**src/rtl/chrmap_pkg.sv**
```systemverilog
package chrmap_pkg;
  localparam int unsigned REG_W   = 8;
  localparam int unsigned OUTER_W = 4;
  localparam int unsigned MID_W   = 3;
  localparam int unsigned SLOT_W  = 3;
  localparam int unsigned OFS_W   = 10;
  localparam int unsigned NBANK   = 6;
  localparam int unsigned PPU_AW  = SLOT_W + OFS_W;
  localparam int unsigned PAGE_W  = OUTER_W + MID_W + REG_W;
  localparam int unsigned CHR_AW  = PAGE_W + OFS_W;

  function automatic logic [2:0] mask_shift(input logic [2:0] sel);
    case (sel)
      3'd1: return 3'd1;
      3'd2: return 3'd2;
      3'd4: return 3'd3;
      3'd5: return 3'd4;
      3'd6: return 3'd5;
      default: return 3'd0;
    endcase
  endfunction

  function automatic logic [REG_W-1:0] inner_mask(input logic [2:0] sel);
    return {REG_W{1'b1}} >> mask_shift(sel);
  endfunction

  function automatic logic [REG_W-1:0] bank_pick(input logic [NBANK-1:0][REG_W-1:0] r,
                                                 input logic [SLOT_W-1:0] slot);
    case (slot)
      3'd0: return {r[4][REG_W-1:1], 1'b0};
      3'd1: return {r[4][REG_W-1:1], 1'b1};
      3'd2: return {r[5][REG_W-1:1], 1'b0};
      3'd3: return {r[5][REG_W-1:1], 1'b1};
      default: return r[slot - 3'd4];
    endcase
  endfunction

  function automatic logic [PAGE_W-1:0] page_of(input logic [OUTER_W-1:0] outer,
                                               input logic [MID_W-1:0] mid,
                                               input logic [REG_W-1:0] mode,
                                               input logic [REG_W-1:0] bank);
    logic [REG_W-1:0] m;
    m = inner_mask(mode[2:0]);
    return {outer, {(MID_W+REG_W){1'b0}}}
         + {{OUTER_W{1'b0}}, mid, {REG_W{1'b0}}}
         + {{(OUTER_W+MID_W){1'b0}}, mode & ~m}
         + {{(OUTER_W+MID_W){1'b0}}, bank & m};
  endfunction
endpackage

```
**src/rtl/chrmap_regs.sv**
```systemverilog
module chrmap_regs
  import chrmap_pkg::*;
(
  input  logic                            clk,
  input  logic                            rst_n,
  input  logic                            wr_en,
  input  logic [15:0]                     wr_addr,
  input  logic [REG_W-1:0]                wr_data,
  output logic [NBANK-1:0][REG_W-1:0]     bank_regs,
  output logic [REG_W-1:0]                mode_q,
  output logic [MID_W-1:0]                mid_q,
  output logic [OUTER_W-1:0]              outer_q,
  output logic                            swap_q,
  output logic                            mirror_q
);
  logic [2:0] idx_q;
  logic [REG_W-1:0] bank_q [NBANK];

  logic ppu_sel, cpu_sel, cmd_wr, dat_wr, mir_wr;
  assign ppu_sel = wr_en && (wr_addr[15:4] == 12'h201);
  assign cpu_sel = wr_en && (wr_addr[15:4] == 12'h410);
  assign cmd_wr  = (wr_en && ((wr_addr & 16'hE001) == 16'h8000)) || (cpu_sel && wr_addr[3:0] == 4'h5);
  assign dat_wr  = wr_en && ((wr_addr & 16'hE001) == 16'h8001);
  assign mir_wr  = (wr_en && ((wr_addr & 16'hE001) == 16'hA000)) || (cpu_sel && wr_addr[3:0] == 4'h6);

  for (genvar k = 0; k < NBANK; k++) begin : g_bank
    localparam logic [3:0] FILE_IDX = 4'(k + 2);
    localparam logic [2:0] CMD_IDX  = (k < 4) ? 3'(k + 2) : 3'(k - 4);
    always_ff @(posedge clk or negedge rst_n) begin
      if (!rst_n)
        bank_q[k] <= '0;
      else if ((ppu_sel && wr_addr[3:0] == FILE_IDX) || (dat_wr && idx_q == CMD_IDX))
        bank_q[k] <= wr_data;
    end
    assign bank_regs[k] = bank_q[k];
  end

  always_ff @(posedge clk or negedge rst_n) begin
    if (!rst_n) begin
      mode_q   <= '0;
      mid_q    <= '0;
      outer_q  <= '0;
      swap_q   <= 1'b0;
      idx_q    <= '0;
      mirror_q <= 1'b0;
    end else begin
      if (ppu_sel && wr_addr[3:0] == 4'hA) mode_q <= wr_data;
      if (ppu_sel && wr_addr[3:0] == 4'h8) mid_q <= wr_data[6:4];
      if (cpu_sel && wr_addr[3:0] == 4'h0) outer_q <= wr_data[OUTER_W-1:0];
      if (cmd_wr) begin
        swap_q <= wr_data[7];
        idx_q  <= wr_data[2:0];
      end
      if (mir_wr) mirror_q <= wr_data[0];
    end
  end

  AST_RESET_CLEARS: assert property (@(posedge clk) !rst_n |=> (bank_regs == '0 && mode_q == '0 && mid_q == '0 && outer_q == '0 && !swap_q && !mirror_q));
  AST_FILE_WRITE: assert property (@(posedge clk) disable iff (!rst_n) (ppu_sel && wr_addr[3:0] == 4'h3) |=> bank_regs[1] == $past(wr_data));
  AST_CMD_LOAD: assert property (@(posedge clk) disable iff (!rst_n) cmd_wr |=> (swap_q == $past(wr_data[7]) && idx_q == $past(wr_data[2:0])));
  AST_DATA_ROUTE: assert property (@(posedge clk) disable iff (!rst_n) (dat_wr && idx_q == 3'd0) |=> bank_regs[4] == $past(wr_data));
  AST_HIGH_IDX_INERT: assert property (@(posedge clk) disable iff (!rst_n) (dat_wr && idx_q[2:1] == 2'b11) |=> $stable(bank_regs));
endmodule

```
**src/rtl/chrmap_xlate.sv**
```systemverilog
module chrmap_xlate
  import chrmap_pkg::*;
(
  input  logic [PPU_AW-1:0]               ppu_addr,
  input  logic [NBANK-1:0][REG_W-1:0]     bank_regs,
  input  logic [REG_W-1:0]                mode_q,
  input  logic [MID_W-1:0]                mid_q,
  input  logic [OUTER_W-1:0]              outer_q,
  input  logic                            swap_q,
  output logic [PAGE_W-1:0]               page
);
  logic [SLOT_W-1:0] slot;
  logic [REG_W-1:0]  bank_raw;

  assign slot     = ppu_addr[PPU_AW-1:OFS_W] ^ {swap_q, {(SLOT_W-1){1'b0}}};
  assign bank_raw = bank_pick(bank_regs, slot);
  assign page     = page_of(outer_q, mid_q, mode_q, bank_raw);

  always_comb begin
    AST_PAIR_PARITY: assert (slot[2] || bank_raw[0] == slot[0]);
    AST_OUTER_TOP: assert (page[PAGE_W-1 -: OUTER_W] == outer_q);
  end
endmodule

```
**src/rtl/chr_bank_mapper.sv**
```systemverilog
module chr_bank_mapper
  import chrmap_pkg::*;
(
  input  logic                 clk,
  input  logic                 rst_n,
  input  logic                 wr_en,
  input  logic [15:0]          wr_addr,
  input  logic [7:0]           wr_data,
  input  logic [12:0]          ppu_addr,
  output logic [24:0]          chr_addr,
  output logic                 mirror_o
);
  logic [NBANK-1:0][REG_W-1:0] bank_regs;
  logic [REG_W-1:0]            mode_q;
  logic [MID_W-1:0]            mid_q;
  logic [OUTER_W-1:0]          outer_q;
  logic                        swap_q;
  logic                        mirror_q;
  logic [PAGE_W-1:0]           page;

  chrmap_regs u_regs (
    .clk(clk), .rst_n(rst_n), .wr_en(wr_en), .wr_addr(wr_addr), .wr_data(wr_data),
    .bank_regs(bank_regs), .mode_q(mode_q), .mid_q(mid_q), .outer_q(outer_q),
    .swap_q(swap_q), .mirror_q(mirror_q)
  );

  chrmap_xlate u_xlate (
    .ppu_addr(ppu_addr), .bank_regs(bank_regs), .mode_q(mode_q), .mid_q(mid_q),
    .outer_q(outer_q), .swap_q(swap_q), .page(page)
  );

  assign chr_addr = {page, ppu_addr[OFS_W-1:0]};
  assign mirror_o = ~mirror_q;

  AST_MIRROR_FOLLOWS: assert property (@(posedge clk) disable iff (!rst_n) (wr_en && (wr_addr & 16'hE001) == 16'hA000) |=> mirror_o == !$past(wr_data[0]));
  AST_IDLE_HOLDS: assert property (@(posedge clk) disable iff (!rst_n) !wr_en |=> $stable(mirror_o));
endmodule

```
**config.mk**
```make
export PLATFORM = sky130hd
export DESIGN_NAME = chr_bank_mapper
export DESIGN_NICKNAME = d
export VERILOG_FILES = /design/src/rtl/chrmap_pkg.sv /design/src/rtl/chrmap_regs.sv /design/src/rtl/chrmap_xlate.sv /design/src/rtl/chr_bank_mapper.sv
export SDC_FILE = /design/constraint.sdc
export NUM_CORES = 1
export LEC_CHECK = 0
export ABC_AREA = 1
export BUFFER_PORTS_ARGS = -buffer_cell sky130_fd_sc_hd__buf_2
export CORE_MARGIN = 2
export CORE_UTILIZATION = 52
export DETAILED_ROUTE_END_ITERATION = 12
export HOLD_SLACK_MARGIN = 0.1
export PLACE_DENSITY = 0.77
export RECOVER_POWER = 50
export SLEW_MARGIN = 20
export SYNTH_ARGS = -nofsm -noshare
export SYNTH_HDL_FRONTEND = slang
export SYNTH_HIERARCHICAL = 1
export SYNTH_SLANG_ARGS = --single-unit
```
**constraint.sdc**
```tcl
create_clock -name clk -period 2.5 [get_ports clk]
set_input_delay 0.375 -clock clk [delete_from_list [all_inputs] [get_ports clk]]
set_output_delay 0.375 -clock clk [all_outputs]
set_load 0.05 [all_outputs]
```
==> results.ini <==
[routing]
wirelength_microns = 11000
drtIter0Drc = 367
num_vias = 4098
remaining_drc_errors = 0
viasPerCell = 5.33
drtPass1Iterations = 5
drtAntennaViolNets = 0
routedWlPerCell_microns = 14.3

[timing]
fin_crit_ns = 2.84
relSlewSlack_pct = -9.26
grt_setup_unrepaired = yes
hold_viol = 0
setup_tns_ns = -3.31
timing.final.ws_setup_ns = -0.336
fmax_ghz = 0.353
tightest_slew_ns = 1.64
fin_skew_ns = 0.00545
finalCritPeriodShare_pct = 113
setup_violations = 12
maxSlewViolCount = 67

[place]
gp_congestion = 0.979
portBuffers = 45
hpwl_microns = 7840

[clocking]
cts_tree = built
cts.sinks = 66
clk_pin_slew_ns = 0.08
clockBufferDepth = 2
numCtsBuffers = 9
clkLatencyLatePin_ns = 0.35
htreeDepth = 3
cts-root-buf = clkbuf_8

[die]
ios = 66
die_area_sq_mm = 0.00891
design.core.area_sq_mm = 0.00781
die_h_microns = 94.4
start_util_pct = 54.4
num_rows = 32
die_x_microns = 94.4

[grt]
antenna_found_initial = 0
grt-ovfl-total = 0
grt_util_met3_pct = 4.71
grt_use_total_pct = 26.8
grt_max_degree = 67
use_met2_pct = 46.7
grt_pass1_vias = 4139
grt_pass1_wl_microns = 18400
grtUsageMet1_pct = 33.6
grt.busiest_layer = met2

[final_layout]
n_antenna_cell = 0
drive_gt1_share_pct = 28.2
nets = 709
area.growth.synth_to_final_pct = 26.5

[power]
power_frac_seq_pct = 37.3
pwr_density_cell_mw_per_mm2 = 629
switching_share_pct = 35.0
combPwrFrac_pct = 32.7
power.total_w = 0.00338
switchingPower_w = 0.00118
p_int_w = 0.00220
clkPwrFrac_pct = 30.0
ir_drop_mv = 0.416
leakagePower_nw = 2.79

[setup_path]
worstSetupStartpointType = register
cp_cell_sequence = xnor2_4, buf_12, o21ai_0, nand2_1, a21oi_1, ha_1, nand2_1, inv_2, nand3_4, nand3_4, nand2_1, nand2_1, nand2_2, buf_8
crit_slowest_cell = dfrtp_2
critPathArrivalTime_ns = 2.46
path_class = register to primary output
slowest_delay_ns = 0.45
critPathCaptureType = primary output
crit_required_ns = 2.12
crit_fanout = 7
crit_top_cell = nand2_1

[logic_synthesis]
syn-mean-instance-area_sq_um = 7.18
yosys_warnings = 6
syn-cell-area_sq_mm = 0.00425
synth_cells = 592

[outcome]
violations = max-capacitance violations, max-slew violations, negative setup slack
outcome = finished, violations left

[flow_run]
drv_cap = 1

[worst_hold_path]
min_path_type = input port to register

==> worst max-delay path: cells and delay by family, from the launching register on <==
family,cells,cell delay (ns)
adders and majority gates,1,0.36
and+or+nand+nor,7,0.61
buffers and inverters,3,0.39
DFF,1,0.45
AOI/OAI and AO/OA,2,0.12
xor gates and xnor gates,1,0.16
==> placed cells by master, fill, tap and decap left out, types with 6 or more instances in the layout <==
cell type	instances
nand2_1	196
nor2_1	66
dfrtp_1	65
nand3_1	62
inv_1	50
buf_2	32
buf_4	27
nand2_2	21
nand3_2	13
o21ai_0	13
nand2_4	11
buf_6	10
nand3_4	10
clkbuf_8	9
o21ai_2	8
buf_8	6
inv_2	6
nand4_1	6
==> repair_timing <==
action,CTS,global route
setup endpoints to repair,13,13
gates resized for setup,85,12
buffers inserted,4,2
pin swaps,25,3
hold buffers,1,0
cloned,0,0
endpoints found under the hold margin,66,0
==> final timing paths <==
path	from	to	slack [ns]	depth (start not counted)
worst min-delay path	wr_data[0]	u_regs/bank_regs[8]	0.33	3
min in group asynchronous	rst_n	u_regs/idx_q[1]	1.07	3
worst min register to register	u_regs/mode_q[3]	u_regs/mode_q[3]	0.49	2
worst max register to register	u_regs/idx_q[1]	u_regs/bank_regs[41]	1.21	5
max in group asynchronous	rst_n	u_regs/swap_q	0.37	3
worst max-delay path	u_regs/swap_q	chr_addr[22]	-0.34	14
==> stage by stage <==
| stage | cells | utilization (%) | cell area (sq um) | setup WS (ns) | hold WS, ns |
|---|---|---|---|---|---|
| 6_report | 769 | 68.8 | 5370 | -0.336 | 0.334 |
| 2_1_floorplan | 593 | - | 4330 | -0.00555 | 0.0794 |
| 4_1_cts | 768 | 68.4 | 5340 | -0.311 | 0.314 |
| 5_1_grt | 769 | 68.8 | 5370 | -0.453 | 0.337 |
| 3_5_place_dp | 749 | 61.3 | 4780 | -0.258 | 0.424 |
| 3_3_place_gp | 749 | 61.3 | 4780 | -0.233 | 0.418 |
==> final cells by class <==
cell class	instances	area [sq um]
inverters	57	221
clock inverters	7	100
repair buffers	78	601
well taps	102	128
flip-flops and latches	66	1650
fillers	643	2430
clock buffers	9	124
multi-input cells	450	2550
==> routing by layer <==
metal / vias up / part of all wire (%)
li1: 1998 / -
met1: 1949 / 43
met2: 131 / 51
met3: 20 / 4.7
met4: 0 / 2.0
met5: - / 0
==> sequential cells by signal, summed over array words and instances (netlist names) <==
signal and flops:
u_regs/outer_q 4, u_regs/idx_q 3, u_regs/bank_regs 46, u_regs/mid_q 3, u_regs/mirror_q 1, u_regs/swap_q 1, u_regs/mode_q 8
==> power by group through the flow <==
| stage | Clock, W | Combinational (W) | Sequential, W |
|---|---|---|---|
| finish | 0.00101 | 0.00111 | 0.00126 |
| detailed placement | 0 | 0.000897 | 0.00128 |
| CTS | 0.00103 | 0.00106 | 0.00126 |
| global route | 0.00107 | 0.00119 | 0.00127 |
| global placement | 0 | 0.000881 | 0.00127 |
| floorplan | 0 | 0.000656 | 0.00125 |
No activity file was read; power rests on OpenSTA's default activity.
